### src/rtl/arb_pkg.sv
// Package: shared types for the cyclic bus arbiter.
// Assumes: nothing beyond standard SystemVerilog.
package arb_pkg;

    // Direction of a barrel rotation.
    typedef enum logic {
        ROT_DOWN = 1'b0,   // out[i] = in[(i + amt) mod N]
        ROT_UP   = 1'b1    // out[i] = in[(i - amt) mod N]
    } rot_dir_e;

endpackage

### src/rtl/arb_rotate.sv
// Module: arb_rotate
// Log-depth barrel rotator. Each stage rotates by 2^s when bit s of the
// amount is set. The direction is fixed by a parameter.
// Assumes: N is a power of two and at least 2.
module arb_rotate #(
    parameter int                N   = 8,
    parameter arb_pkg::rot_dir_e DIR = arb_pkg::ROT_DOWN,
    localparam int               LW  = $clog2(N)
) (
    input  logic [N-1:0]  din,
    input  logic [LW-1:0] amt,
    output logic [N-1:0]  dout
);

    logic [N-1:0] stage [0:LW];

    assign stage[0] = din;

    for (genvar s = 0; s < LW; s++) begin : g_stage
        localparam int D = 1 << s;
        logic [N-1:0] shifted;

        if (DIR == arb_pkg::ROT_DOWN) begin : g_down
            // Move each bit D places toward position 0, with wrap.
            assign shifted = {stage[s][D-1:0], stage[s][N-1:D]};
        end else begin : g_up
            // Move each bit D places toward position N-1, with wrap.
            assign shifted = {stage[s][N-D-1:0], stage[s][N-1:N-D]};
        end

        // Apply this stage only when its amount bit is set.
        assign stage[s+1] = amt[s] ? shifted : stage[s];
    end

    assign dout = stage[LW];

endmodule

### src/rtl/arb_prefix_chain.sv
// Module: arb_prefix_chain
// Fixed-priority chain with position 0 highest. Position i wins when it
// wants the bus and still sees the bus as available, meaning no lower
// position wants it. The "any lower position wants it" term is an inclusive
// OR scan built as a Kogge-Stone prefix network of log2(N) levels.
// Assumes: N is a power of two and at least 2.
module arb_prefix_chain #(
    parameter  int N  = 8,
    localparam int LW = $clog2(N)
) (
    input  logic [N-1:0] want_i,
    output logic [N-1:0] got_o,
    output logic         any_o
);

    // lvl[s][i] = OR of want_i over positions max(0, i-2^s+1) .. i
    logic [N-1:0] lvl [0:LW];
    logic [N-1:0] avail;

    assign lvl[0] = want_i;

    for (genvar s = 0; s < LW; s++) begin : g_level
        localparam int D = 1 << s;
        for (genvar i = 0; i < N; i++) begin : g_bit
            if (i >= D) begin : g_merge
                // Combine with the span that ends D positions lower.
                assign lvl[s+1][i] = lvl[s][i] | lvl[s][i-D];
            end else begin : g_pass
                // No lower span to combine with; carry the value up.
                assign lvl[s+1][i] = lvl[s][i];
            end
        end
    end

    // Position 0 always sees the bus available; position i sees it free
    // when no position below i wants it.
    assign avail = {~lvl[LW][N-2:0], 1'b1};

    // A grant goes to a position that both wants the bus and sees it free.
    assign got_o = want_i & avail;

    // The top of the scan tells whether anyone wants the bus at all.
    assign any_o = lvl[LW][N-1];

endmodule

### src/rtl/arb_onehot_enc.sv
// Module: arb_onehot_enc
// Turns a one-hot (or zero) vector into a binary index.
// Assumes: at most one input bit is set; an all-zero input gives 0.
module arb_onehot_enc #(
    parameter  int N  = 8,
    localparam int LW = $clog2(N)
) (
    input  logic [N-1:0]  onehot_i,
    output logic [LW-1:0] idx_o
);

    // OR together the indices of all set bits.
    always_comb begin
        idx_o = '0;
        for (int i = 0; i < N; i++) begin
            if (onehot_i[i]) begin
                idx_o = idx_o | LW'(i);
            end
        end
    end

endmodule

### src/rtl/cpp_bus_arbiter.sv
// Module: cpp_bus_arbiter (top)
// Online arbiter for one shared bus with a cyclic priority start.
// The request vector is rotated down by the start position, so that the
// start slot becomes position 0 of the prefix chain. The single winner is
// then rotated back up. This rotation is what turns the chain into a cyclic
// scan that wraps from N-1 to 0. The grant is registered and held until
// released. The start moves to just above each winner.
// Assumes: N is a power of two and at least 2; only the owner pulses rel_i.
module cpp_bus_arbiter #(
    parameter  int N  = 8,
    localparam int LW = $clog2(N)
) (
    input  logic         clk,
    input  logic         rst_n,
    input  logic [N-1:0] req_i,
    input  logic         rel_i,
    output logic [N-1:0] gnt_o
);

    logic [N-1:0]  gnt_q;
    logic [LW-1:0] ptr_q;
    logic [N-1:0]  req_rot;
    logic [N-1:0]  got_rot;
    logic [N-1:0]  got;
    logic [LW-1:0] win_idx;
    logic          any_req;
    logic          bus_free;

    // Bring the start slot to position 0 of the chain.
    arb_rotate #(.N(N), .DIR(arb_pkg::ROT_DOWN)) u_rot_in (
        .din  (req_i),
        .amt  (ptr_q),
        .dout (req_rot)
    );

    // Log-depth priority chain over the rotated request vector.
    arb_prefix_chain #(.N(N)) u_chain (
        .want_i (req_rot),
        .got_o  (got_rot),
        .any_o  (any_req)
    );

    // Put the winning bit back at its true requester position.
    arb_rotate #(.N(N), .DIR(arb_pkg::ROT_UP)) u_rot_out (
        .din  (got_rot),
        .amt  (ptr_q),
        .dout (got)
    );

    // Index of the winner, used to advance the start position.
    arb_onehot_enc #(.N(N)) u_enc (
        .onehot_i (got),
        .idx_o    (win_idx)
    );

    // The bus is free when nobody holds a grant.
    assign bus_free = (gnt_q == '0);

    // Grant register and start pointer: arbitrate when free, clear on release.
    always_ff @(posedge clk) begin
        if (!rst_n) begin
            gnt_q <= '0;
            ptr_q <= '0;
        end else if (bus_free) begin
            if (any_req) begin
                gnt_q <= got;
                ptr_q <= win_idx + 1'b1;
            end
        end else if (rel_i) begin
            gnt_q <= '0;
        end
    end

    assign gnt_o = gnt_q;

endmodule

### config.mk
export PLATFORM = sky130hd
export DESIGN_NAME = cpp_bus_arbiter
export DESIGN_NICKNAME = d
export VERILOG_FILES = /design/src/rtl/arb_pkg.sv /design/src/rtl/arb_rotate.sv /design/src/rtl/arb_prefix_chain.sv /design/src/rtl/arb_onehot_enc.sv /design/src/rtl/cpp_bus_arbiter.sv
export SDC_FILE = /design/constraint.sdc
export NUM_CORES = 1
export LEC_CHECK = 0
export BUFFER_PORTS_ARGS = -buffer_cell sky130_fd_sc_hd__buf_2
export CORE_ASPECT_RATIO = 0.8
export CORE_UTILIZATION = 40
export CTS_BUF_LIST = sky130_fd_sc_hd__clkbuf_16
export DETAILED_ROUTE_END_ITERATION = 8
export GPL_TIMING_DRIVEN = 0
export RECOVER_POWER = 25
export SLEW_MARGIN = 25
export SYNTH_ARGS = -nofsm -noshare
export SYNTH_HDL_FRONTEND = slang
export SYNTH_SLANG_ARGS = --single-unit
### constraint.sdc
create_clock -name clk -period 3.7 [get_ports clk]
set_clock_uncertainty 0.15 [all_clocks]
set_input_delay 0.74 -clock clk [delete_from_list [all_inputs] [get_ports clk]]
set_output_delay 0.74 -clock clk [all_outputs]
set_load 0.03 [all_outputs]
Word level (Yosys, flattened, before mapping)
Index checks and enable logic that the tools add are counted.
{"block": "totals", "ff_bits": 11, "word_cells": 43}
{"block": "op_classes", "n_addsub": 1, "eq_ne": 1, "muxes": 16, "n_bitwise": 19, "reduce_logical": 4}
{"op": "$mux W8", "n": 9}
{"op": "$or A1 B1 Y1", "n": 17}
{"op": "$mux W3", "n": 4}
{"op": "$and A8 B8 Y8", "n": 1}
{"op": "$logic_not A8 Y1", "n": 1}
{"op": "$not A7 Y7", "n": 1}
{"op": "$mux W2", "n": 2}
{"op": "$reduce_and A2 Y1", "n": 2}
{"op": "$add A3 B1 Y3 const B", "n": 1}
{"op": "$ne A2 B2 Y1 const B", "n": 1}
{"op": "$reduce_bool A2 Y1", "n": 1}
{"op": "$mux W1", "n": 1}

Logic depth before layout (Yosys ltp)
Gate-level depths: netlist of the first run.
{"block": "logic_depth", "word_depth": 19, "mapped_depth": 14, "mapped_depth_nobuf": 11}

By module
From an unflattened synthesis of the first run, not the netlist that was laid out.
{"block": "unflattened", "hier_cells": 105, "hier_area_um2": 1248.7}
{"module": "arb_rotate", "n_inst": 2, "cells_per_inst": 19, "area_per_inst_um2": 326.6}
{"module": "cpp_bus_arbiter", "n_inst": 1, "cells_per_inst": 52, "area_per_inst_um2": 476.7}
{"module": "arb_prefix_chain", "n_inst": 1, "cells_per_inst": 12, "area_per_inst_um2": 96.3}
{"module": "arb_onehot_enc", "n_inst": 1, "cells_per_inst": 3, "area_per_inst_um2": 22.5}

Worst setup path after synthesis of the first run
No wires, ideal clock.
{"block": "synth_path", "path_kind": "in2reg", "from": "input port req_i[0]", "to": "register ptr_q[2]", "setup_ns": 0.122, "arrival_time_ns": 2.823, "required_ns": 3.428, "setup_slack_ns": 0.605, "stages": 8, "path_cell_list": "mux4_2 mux2_2 and2_1 o2111ai_1 mux2_2 mux2i_2 or3_1 a311o_1"}
{"block": "synth_between", "elab_chain_cells": 19}
{"element": "start, declared", "line_no": "cpp_bus_arbiter.sv:15", "rtl": "input logic [N-1:0] req_i,"}
{"element": "$mux W8 * (3 in series)", "line_no": "arb_rotate.sv:32", "rtl": "assign stage[s+1] = amt[s] ? shifted : stage[s];"}
{"element": "$or A1 B1 Y1 (3 in series)", "line_no": "arb_prefix_chain.sv:27", "rtl": "assign lvl[s+1][i] = lvl[s][i] | lvl[s][i-D];"}
{"element": "$not A7 Y7", "line_no": "arb_prefix_chain.sv:37", "rtl": "assign avail = {~lvl[LW][N-2:0], 1'b1};"}
{"element": "$and A8 B8 Y8", "line_no": "arb_prefix_chain.sv:40", "rtl": "assign got_o = want_i & avail;"}
{"element": "$mux W8 (3 in series)", "line_no": "arb_rotate.sv:32"}
{"element": "$mux W1", "line_no": "arb_onehot_enc.sv:16", "rtl": "if (onehot_i[i]) begin"}
{"element": "$mux W2 (2 in series)", "line_no": "arb_onehot_enc.sv:16"}
{"element": "$mux W3 (4 in series)", "line_no": "arb_onehot_enc.sv:16"}
{"element": "$add A3 B1 Y3", "line_no": "cpp_bus_arbiter.sv:67", "rtl": "ptr_q <= win_idx + 1'b1;"}
{"element": "end signal, assigned", "line_no": "cpp_bus_arbiter.sv:67"}
{"element": "end, declared", "line_no": "cpp_bus_arbiter.sv:21", "rtl": "logic [LW-1:0] ptr_q;"}
Mark *: on every way between the ends. The rest lies on a longest branch, timed or not.
A chain may end at the register's enable or synchronous reset.

Worst setup path after layout of the first run
{"block": "layout_path", "from": "input port req_i[4]", "to": "register ptr_q[2]"}
Same word-level chain as after synthesis.

==> key figures, run 1 <==
STA
  – Hold WS: 0.349 ns
  – Final hold vios: 0
  – Worst setup margin: 0.317 ns
  – RSZ-0062 raised after global routing: false
  – Fin crit period: 3.38 ns
  – Fin. max-slew vios: 0
  – Maximum clock frequency: 296 MHz
  – Least-Margin Pin Slew: 0.861 ns
  – Part of the cycle the worst path needs: 91.4%
  – Sum Neg Setup Slack: 0 ns
  – Slew headroom: 42.3%
  – Setup Viol. Count Final: 0

Synthesis
  – FF+latch count, synth: 11
  – Yosys Warn Count: 0
  – Biggest area consumer among synthesized cells: mux4_2
  – Mapped Area: 0.00141 mm2
  – Cell count after synthesis: 162
  – Mean Syn Cell Area: 8.68 um2
  – EDFF count, synth: 0
  – Yosys cell types: 49
  – Synth top area share: 16.0%
  – Main synth FF type: dfxtp_1
  – Syn_nets: 174
  – Post-synth ARST share: 0%
  – Sequential element share of the synthesized area: 15.7%
  – Synth top area cells: mux4_2 (16%), dfxtp_1 (16%), mux2i_1 (10%), mux2_2 (5.6%), nand2_1 (3.2%)

Floorplanning
  – Core Region: 0.00322 mm2
  – Rows: 18
  – Die X: 68.3 um
  – Initial Util: 43.7%
  – IO Pins: 19
  – Die ar.: 0.00376 mm2
  – Die H: 55.0 um

Worst setup path
  – Crit Path Max Fanout: 7
  – R2r startpoint: ptr_q[2]$_SDFFE_PN0P_
  – R2R setup slack: 0.37 ns
  – Startpoint types: primary input
  – R2R cell count: 11
  – CP required: 3.67 ns
  – Nature of the critical path endpoint: flip-flop
  – CP Data Arrival Time: 3.35 ns
  – Worst R2R End: ptr_q[2]$_SDFFE_PN0P_
  – WS Path Type: primary input to flip-flop

Pwr
  – Static leakage: 0.000615 uW
  – PD cells: 828 mW/mm2
  – Pwr Total: 1340 uW
  – VDD IR max: 0.359 mV

Cells and area
  – Most frequent cells in the layout: buf_2 (17), mux2i_1 (14), nand2_1 (12)
  – Area Overhead vs Synth: 15.2%
  – Share of layout cells above drive strength 1: 25.0%
  – Final #Nets: 197
  – Commonest non-fill, non-tap cell in the layout: buf_2
  – Fill count: 312
  – Number of diodes: 0

Clock network
  – Clock sink count: 11
  – CTS root buf: clkbuf_16
  – CTS tree: done
  – Post_cts resized: 0
  – Worst-Skew Late Latency: 0.24 ns
  – Clock tree buffer depth: 2
  – Setup bufs post-CTS: 0
  – Cts bufs inserted: 3
  – # hold bufs at CTS: 0
  – Htree depth: 1
  – Clock-pin slew on the worst setup and hold paths: 0.04 ns

Routing
  – Detailed Routing Iterations Pass 1: 4
  – Number of DRC markers in iteration 0: 130
  – ANT nets after route: 0
  – DR WL/cell: 16.7 um
  – Vias/cell: 6.20
  – Vias: 1388
  – # DRC: 0
  – Final wirelength: 3740 um

Worst hold path
  – Worst hold start: gnt_o[0]$_SDFFE_PN0P_
  – Hold Path Depth: 2
  – Worst Hold Class: flip-flop to flip-flop
  – Endpoint, Worst Hold: gnt_o[0]$_SDFFE_PN0P_

Global routing
  – Met1 Use GR: 33.9%
  – Busiest grt layer: met1
  – GRT Overall Usage: 21.4%
  – Largest net degree at the start of global routing: 11
  – First-pass GRT wire length: 5770 um
  – GR Layer Usage met2: 29.1%
  – Vias in the first global route: 1156
  – Met3 usage: 4.30%
  – Initial antenna violation count: 0
  – Total gr overflow: 0

Status
  – Status: complete, no violations

Placement
  – Post-DP HPWL: 2890 um
  – IO buf count: 18
  – Final Wtd Congestion: 0.911
  – Dpl ws: 0.130 ns

Job
  – Max-cap violations: 0
[worst max-delay path, stage by stage]
cell and delay (ns):
buf_2 0.14, mux4_2 0.49, mux2_2 0.32, and3_1 0.20, o211ai_1 0.26, mux2i_1 0.14
nor2_1 0.22, nand3_1 0.13, ha_1 0.25, nand3_1 0.07, nor4_1 0.06, a311o_1 0.34
[state kept, by name, summed over array words and instances (netlist names)]
signal	count
gnt_o	8
ptr_q	3
[layout make-up]
class / instances / area, um2 / area share, %
inverter: 9 / 33.8 / 2.08
sequential: 11 / 220 / 13.6
multi-input combinational: 131 / 1080 / 66.7
clock buffer: 3 / 75.1 / 4.63
clock inverter: 1 / 3.75 / 0.232
tap: 40 / 50.0 / 3.09
timing repair buffer: 18 / 85.1 / 5.25
buffer: 11 / 71.3 / 4.40
[kinds of logic (layout without fill, tap and decap cells)]
| kind of cell | Yosys count | in the layout | share of synthesized area [%] |
|---|---|---|---|
| and+or+nand+nor | 59 | 59 | 22.3 |
| AOI/OAI and AO/OA | 38 | 38 | 20.0 |
| muxes | 33 | 33 | 33.6 |
| buffers and inverters | 20 | 42 | 7.47 |
| DFF | 11 | 11 | 15.7 |
| adders and majority gates | 1 | 1 | 0.890 |
[metal layers]
layer  wire, um  vias to the layer above
met5          0                        -
met3        187                        5
li1           -                      673
met4         25                        0
met1       1960                      682
met2       1570                       28
[synthesized netlist by cell type, types with 2 or more instances]
| library cell | instances |
|---|---|
| a21boi_0 | 2 |
| a21oi_1 | 8 |
| a221oi_1 | 2 |
| a31oi_1 | 2 |
| and2_1 | 6 |
| and3_1 | 4 |
| buf_2 | 3 |
| buf_4 | 2 |
| clkbuf_1 | 3 |
| clkinv_1 | 2 |
| dfxtp_1 | 11 |
| inv_1 | 7 |
| mux2_2 | 7 |
| mux2i_1 | 14 |
| mux4_2 | 10 |
| nand2_1 | 12 |
| nand3_1 | 5 |
| nand4_1 | 2 |
| nor2_1 | 11 |
| nor2b_1 | 7 |
| nor3_1 | 3 |
| nor4_1 | 3 |
| o2111ai_1 | 4 |
| o211ai_1 | 2 |
| o21ai_0 | 3 |
| o22ai_1 | 4 |
[per-stage QoR]
| step | instance area, um2 | util, % | instances |
|---|---|---|---|
| final | 1620 | 50.3 | 224 |
| after global routing | 1620 | 50.3 | 224 |
| after CTS | 1630 | 50.5 | 224 |
| after detailed placement | 1550 | 48.0 | 220 |
| after global placement | 1550 | 48.0 | 220 |
| after floorplan | 1410 | - | 162 |
[worst max-delay path by stage]
stage / from / end / cells after the start
after global routing: req_i[4] / ptr_q[2]$_SDFFE_PN0P_ / 12
after detailed placement: req_i[0] / ptr_q[2]$_SDFFE_PN0P_ / 9
after global placement: req_i[4] / ptr_q[2]$_SDFFE_PN0P_ / 12
after floorplan: req_i[0] / ptr_q[2]$_SDFFE_PN0P_ / 8
after CTS: req_i[0] / ptr_q[2]$_SDFFE_PN0P_ / 12
final: req_i[4] / ptr_q[2]$_SDFFE_PN0P_ / 12
[power by group]
group          internal [uW]  leakage, uW  switching (uW)
clock network            142    0.0000423            56.2
registers                159    0.0000898            22.4
logic                    380     0.000482             581
total                    681     0.000615             660
(Power assumes the default switching activity.)
==> inputs of run 2 (changes only) <==
Settings changed: CORE_ASPECT_RATIO 0.8 to default, REMOVE_ABC_BUFFERS from default to 1.
==> key figures, run 2 (synthesized netlist as in run 1, its figures left out) <==
Status
  – Status: complete, no violations

Cells and area
  – Area Overhead vs Synth: 11.8%
  – Number of diodes: 0
  – Share of layout cells above drive strength 1: 25.4%
  – Final #Nets: 186
  – Fin area: 0.00157 mm2
  – Final Core Density: 46.8%
  – Max reg flops: 8
  – Most frequent cells in the layout: mux2i_1 (14), buf_2 (14), nand2_1 (12)

Placement
  – Post-DP HPWL: 2590 um
  – IO buf count: 18
  – Final Wtd Congestion: 0.780
  – Post-DP Area: 0.00148 mm2
  – Dpl ws: -0.391 ns

Clock network
  – Htree depth: 1
  – Clock-pin slew on the worst setup and hold paths: 0.04 ns
  – # hold bufs at CTS: 0
  – CTS tree: done
  – Clock sink count: 11
  – Setup bufs post-CTS: 0
  – CTS root buf: clkbuf_16
  – Cts bufs inserted: 3
  – Post_cts resized: 3
  – Worst-Skew Late Latency: 0.24 ns
  – Clock tree buffer depth: 2

Worst hold path
  – Worst Hold Class: flip-flop to flip-flop
  – Hold Path Depth: 2

Floorplanning
  – IO Pins: 19
  – Rows: 21
  – Die ar.: 0.00376 mm2
  – Die X: 61.3 um
  – Core Region: 0.00336 mm2
  – Die H: 61.3 um
  – Initial Util: 41.8%

STA
  – Fin crit period: 3.43 ns
  – Worst setup margin: 0.267 ns
  – Final hold vios: 0
  – Maximum clock frequency: 291 MHz
  – Hold WS: 0.364 ns
  – RSZ-0062 raised after global routing: false
  – Setup Viol. Count Final: 0
  – Slew headroom: 59.6%
  – Fin. max-slew vios: 0
  – Part of the cycle the worst path needs: 92.8%
  – Least-Margin Pin Slew: 0.607 ns

Routing
  – Final wirelength: 3550 um
  – Detailed Routing Iterations Pass 1: 4
  – DR WL met3: 137 um
  – DR top layer: met4
  – DR WL/cell: 16.2 um
  – ANT nets after route: 0
  – # DRC: 0
  – M1 wire length: 1690 um
  – DR WL met2: 1700 um
  – Vias/cell: 6.22
  – Number of DRC markers in iteration 0: 97
  – Vias: 1363

Pwr
  – Int Pwr: 656 uW
  – VDD IR max: 0.443 mV
  – Gate power share: 65.0%
  – Net Sw Frac: 49.4%
  – Static leakage: 0.000578 uW
  – Clock power share: 15.0%
  – Seq pwr share: 20.0%
  – Psw: 641 uW
  – PD cells: 825 mW/mm2

Worst setup path
  – Startpoint types: flip-flop
  – CP Data Arrival Time: 3.41 ns
  – CP max stage cell: dfxtp_2
  – CP required: 3.67 ns
  – R2R cell count: 11
  – Nature of the critical path endpoint: flip-flop
  – CP Cell Sequence: mux4_2, mux2_2, and3_1, o211ai_1, mux2i_1, nor2_1, nand3_1, ha_1, nand3_1, nor4_1, a311o_1
  – Max stage delay on crit path: 0.68 ns
  – Most frequent CP cell: nand3_1
  – Crit Path Max Fanout: 23
  – WS Path Type: flip-flop to flip-flop
  – Crit path buffers/inverters: 0
  – Crit path depth: 11
  – Family with the most delay on the worst path: multiplexers

Global routing
  – Largest net degree at the start of global routing: 29
  – Initial antenna violation count: 0
  – GRT Overall Usage: 21.2%
  – Vias in the first global route: 1200
  – First-pass GRT wire length: 5830 um
  – Total gr overflow: 0

Job
  – Max-cap violations: 0
==> run 2: changes by cell type in the layout (fill, tap and decap cells not counted), sizes merged <==
| cell | previous run | this run |
|---|---|---|
| buf | 22 | 14 |
| clkbuf | 10 | 7 |
==> run 2: final cells by class <==
cell class / count / area, um2
multi-input combinational: 131 / 1090
sequential: 11 / 224
fill: 353 / 1790
timing repair buffer: 18 / 85.1
inverter: 9 / 33.8
clock inverter: 1 / 3.75
tap: 46 / 57.6
clock buffer: 3 / 75.1
==> run 2: path summary, 6_finish.rpt <==
check,from,endpoint,slack (ns)
min reg2reg,gnt_o[0]$_SDFFE_PN0P_,gnt_o[0]$_SDFFE_PN0P_,0.36
max,ptr_q[0]$_SDFFE_PN0P_,ptr_q[2]$_SDFFE_PN0P_,0.27
max reg2reg,ptr_q[0]$_SDFFE_PN0P_,ptr_q[2]$_SDFFE_PN0P_,0.27
min,gnt_o[0]$_SDFFE_PN0P_,gnt_o[0]$_SDFFE_PN0P_,0.36
==> run 2: power groups by stage <==
stage               registers [uW]  clock network (uW)  logic (uW)
finish                         260                 194         844
floorplan                      292                   0         597
detailed placement             258                   0         834
global route                   273                 208         932
CTS                            258                 199         846
global placement               254                   0         820
==> run 2: worst reg2reg max path, delay by kind of cell, from the launching register on <==
| kind | cells | cell delay [ns] |
|---|---|---|
| DFF | 1 | 0.68 |
| adders and majority gates | 1 | 0.24 |
| muxes | 3 | 1.05 |
| AOI/OAI and AO/OA | 2 | 0.56 |
| and+or+nand+nor | 5 | 0.64 |
==> run 2: layer usage <==
metal	track usage [%]	up-vias
met5	0	-
met1	31.8	678
li1	-	656
met3	4.41	4
met2	30.7	25
met4	5.52	0
==> run 2: stage by stage <==
step	instances	TNS (ns)	total power (uW)
2_1_floorplan	151	0	889
3_3_place_gp	215	-0.747	1070
3_5_place_dp	215	-1.09	1090
4_1_cts	219	0	1300
5_1_grt	219	0	1410
6_report	219	0	1300
==> inputs of run 3 (changes only) <==
Settings changed: PLACE_DENSITY from default to 0.57.
==> key figures, run 3 (synthesized netlist as in run 1, its figures left out) <==
Status
  – Status: complete, no violations

Clock network
  – Cts bufs inserted: 3
  – Clock sink count: 11
  – Clock tree buffer depth: 2
  – CTS tree: done
  – Worst-Skew Late Latency: 0.24 ns
  – Post_cts resized: 3
  – CTS root buf: clkbuf_16
  – Setup bufs post-CTS: 0
  – Clock-pin slew on the worst setup and hold paths: 0.04 ns
  – # hold bufs at CTS: 0
  – Htree depth: 1

Worst setup path
  – Max stage delay on crit path: 0.68 ns
  – WS Path Type: flip-flop to flip-flop
  – CP Data Arrival Time: 3.44 ns
  – Nature of the critical path endpoint: flip-flop
  – Crit path buffers/inverters: 0
  – Startpoint types: flip-flop
  – Family with the most delay on the worst path: compound AO/OA/AOI/OAI gates
  – CP max stage cell: dfxtp_2
  – R2R setup slack: 0.23 ns
  – CP required: 3.68 ns
  – CP Cell Sequence: mux4_2, mux2_2, and2_1, o2111ai_1, a221oi_1, o21bai_1, or3_1, a311o_1
  – Crit Path Max Fanout: 23

Routing
  – Vias/cell: 5.90
  – Detailed Routing Iterations Pass 1: 4
  – Final wirelength: 3590 um
  – # DRC: 0
  – Vias: 1292
  – DR WL/cell: 16.4 um
  – Number of DRC markers in iteration 0: 96
  – ANT nets after route: 0

STA
  – Slew headroom: 60.8%
  – Sum Neg Setup Slack: 0 ns
  – Maximum clock frequency: 289 MHz
  – Part of the cycle the worst path needs: 93.7%
  – Setup Viol. Count Final: 0
  – Fin. max-slew vios: 0
  – RSZ-0062 raised after global routing: false
  – Least-Margin Pin Slew: 0.587 ns
  – Final hold vios: 0
  – Hold WS: 0.348 ns
  – Fin crit period: 3.47 ns

Pwr
  – Static leakage: 0.000578 uW
  – PD cells: 834 mW/mm2
  – VDD IR max: 0.614 mV
  – Pwr Total: 1310 uW

Cells and area
  – Most frequent cells in the layout: mux2i_1 (14), buf_2 (14), nand2_1 (12)
  – Area Overhead vs Synth: 11.8%
  – Share of layout cells above drive strength 1: 25.4%
  – Final #Nets: 186
  – Max reg flops: 8
  – Number of diodes: 0
  – Fill count: 350

Global routing
  – Total gr overflow: 0
  – Vias in the first global route: 1119
  – Met1 Use GR: 33.0%
  – First-pass GRT wire length: 5720 um
  – GR Layer Usage met2: 29.5%
  – Largest net degree at the start of global routing: 29
  – GRT Overall Usage: 21.2%
  – Initial antenna violation count: 0
  – Busiest grt layer: met1
  – Met3 usage: 3.78%

Placement
  – Post-DP HPWL: 2620 um
  – IO buf count: 18
  – Final Wtd Congestion: 0.778

Floorplanning
  – Initial Util: 41.8%
  – IO Pins: 19
  – Rows: 21
  – Die H: 61.3 um
  – Die X: 61.3 um
  – Core Region: 0.00336 mm2
  – Die ar.: 0.00376 mm2

Job
  – Max-cap violations: 0

Worst hold path
  – Worst Hold Class: flip-flop to flip-flop
run 3: cell counts in the layout (fill, tap and decap cells not counted):
Identical to the previous run, type by type.
run 3: tightest hold or removal path: cells and delay by family (launching register included):
family | cells | cell delay [ns]
DFF | 1 | 0.31
AOI/OAI and AO/OA | 1 | 0.07
and+or+nand+nor | 1 | 0.06
run 3: cell type report:
class	instances	area, um2	area share [%]
inverter	9	33.8	2.15
clock buffer	3	75.1	4.77
timing repair buffer	18	85.1	5.41
sequential	11	224	14.2
clock inverter	1	3.75	0.239
tap	46	57.6	3.66
multi-input combinational	131	1090	69.5
run 3: per-stage QoR:
stage / util (%) / std cells / area, um2 / setup slack (ns)
5_1_grt: 46.8 / 219 / 1570 / 0.0519
3_3_place_gp: 44.1 / 215 / 1480 / -0.334
4_1_cts: 46.7 / 219 / 1570 / 0.0957
3_5_place_dp: 44.1 / 215 / 1480 / -0.414
2_1_floorplan: - / 151 / 1340 / 0.311
6_report: 46.8 / 219 / 1570 / 0.234
run 3: worst paths after layout:
check                                            from                     to  cells after the start
worst max-delay path            ptr_q[0]$_SDFFE_PN0P_  ptr_q[2]$_SDFFE_PN0P_                      8
worst min-delay path            gnt_o[0]$_SDFFE_PN0P_  gnt_o[0]$_SDFFE_PN0P_                      2
worst max register to register  ptr_q[0]$_SDFFE_PN0P_  ptr_q[2]$_SDFFE_PN0P_                      8
worst min register to register  gnt_o[0]$_SDFFE_PN0P_  gnt_o[0]$_SDFFE_PN0P_                      2
run 3: per-layer routing:
metal	vias to the layer above	wire [um]
met4	0	17
met1	623	1820
met5	-	0
li1	647	-
met3	2	96
met2	20	1660
run 3: power by group:
part / switching, uW / total (uW) / internal (uW)
clock: 56.8 / 199 / 142
combinational: 503 / 855 / 352
sequential: 95.9 / 257 / 161
total: 656 / 1310 / 655
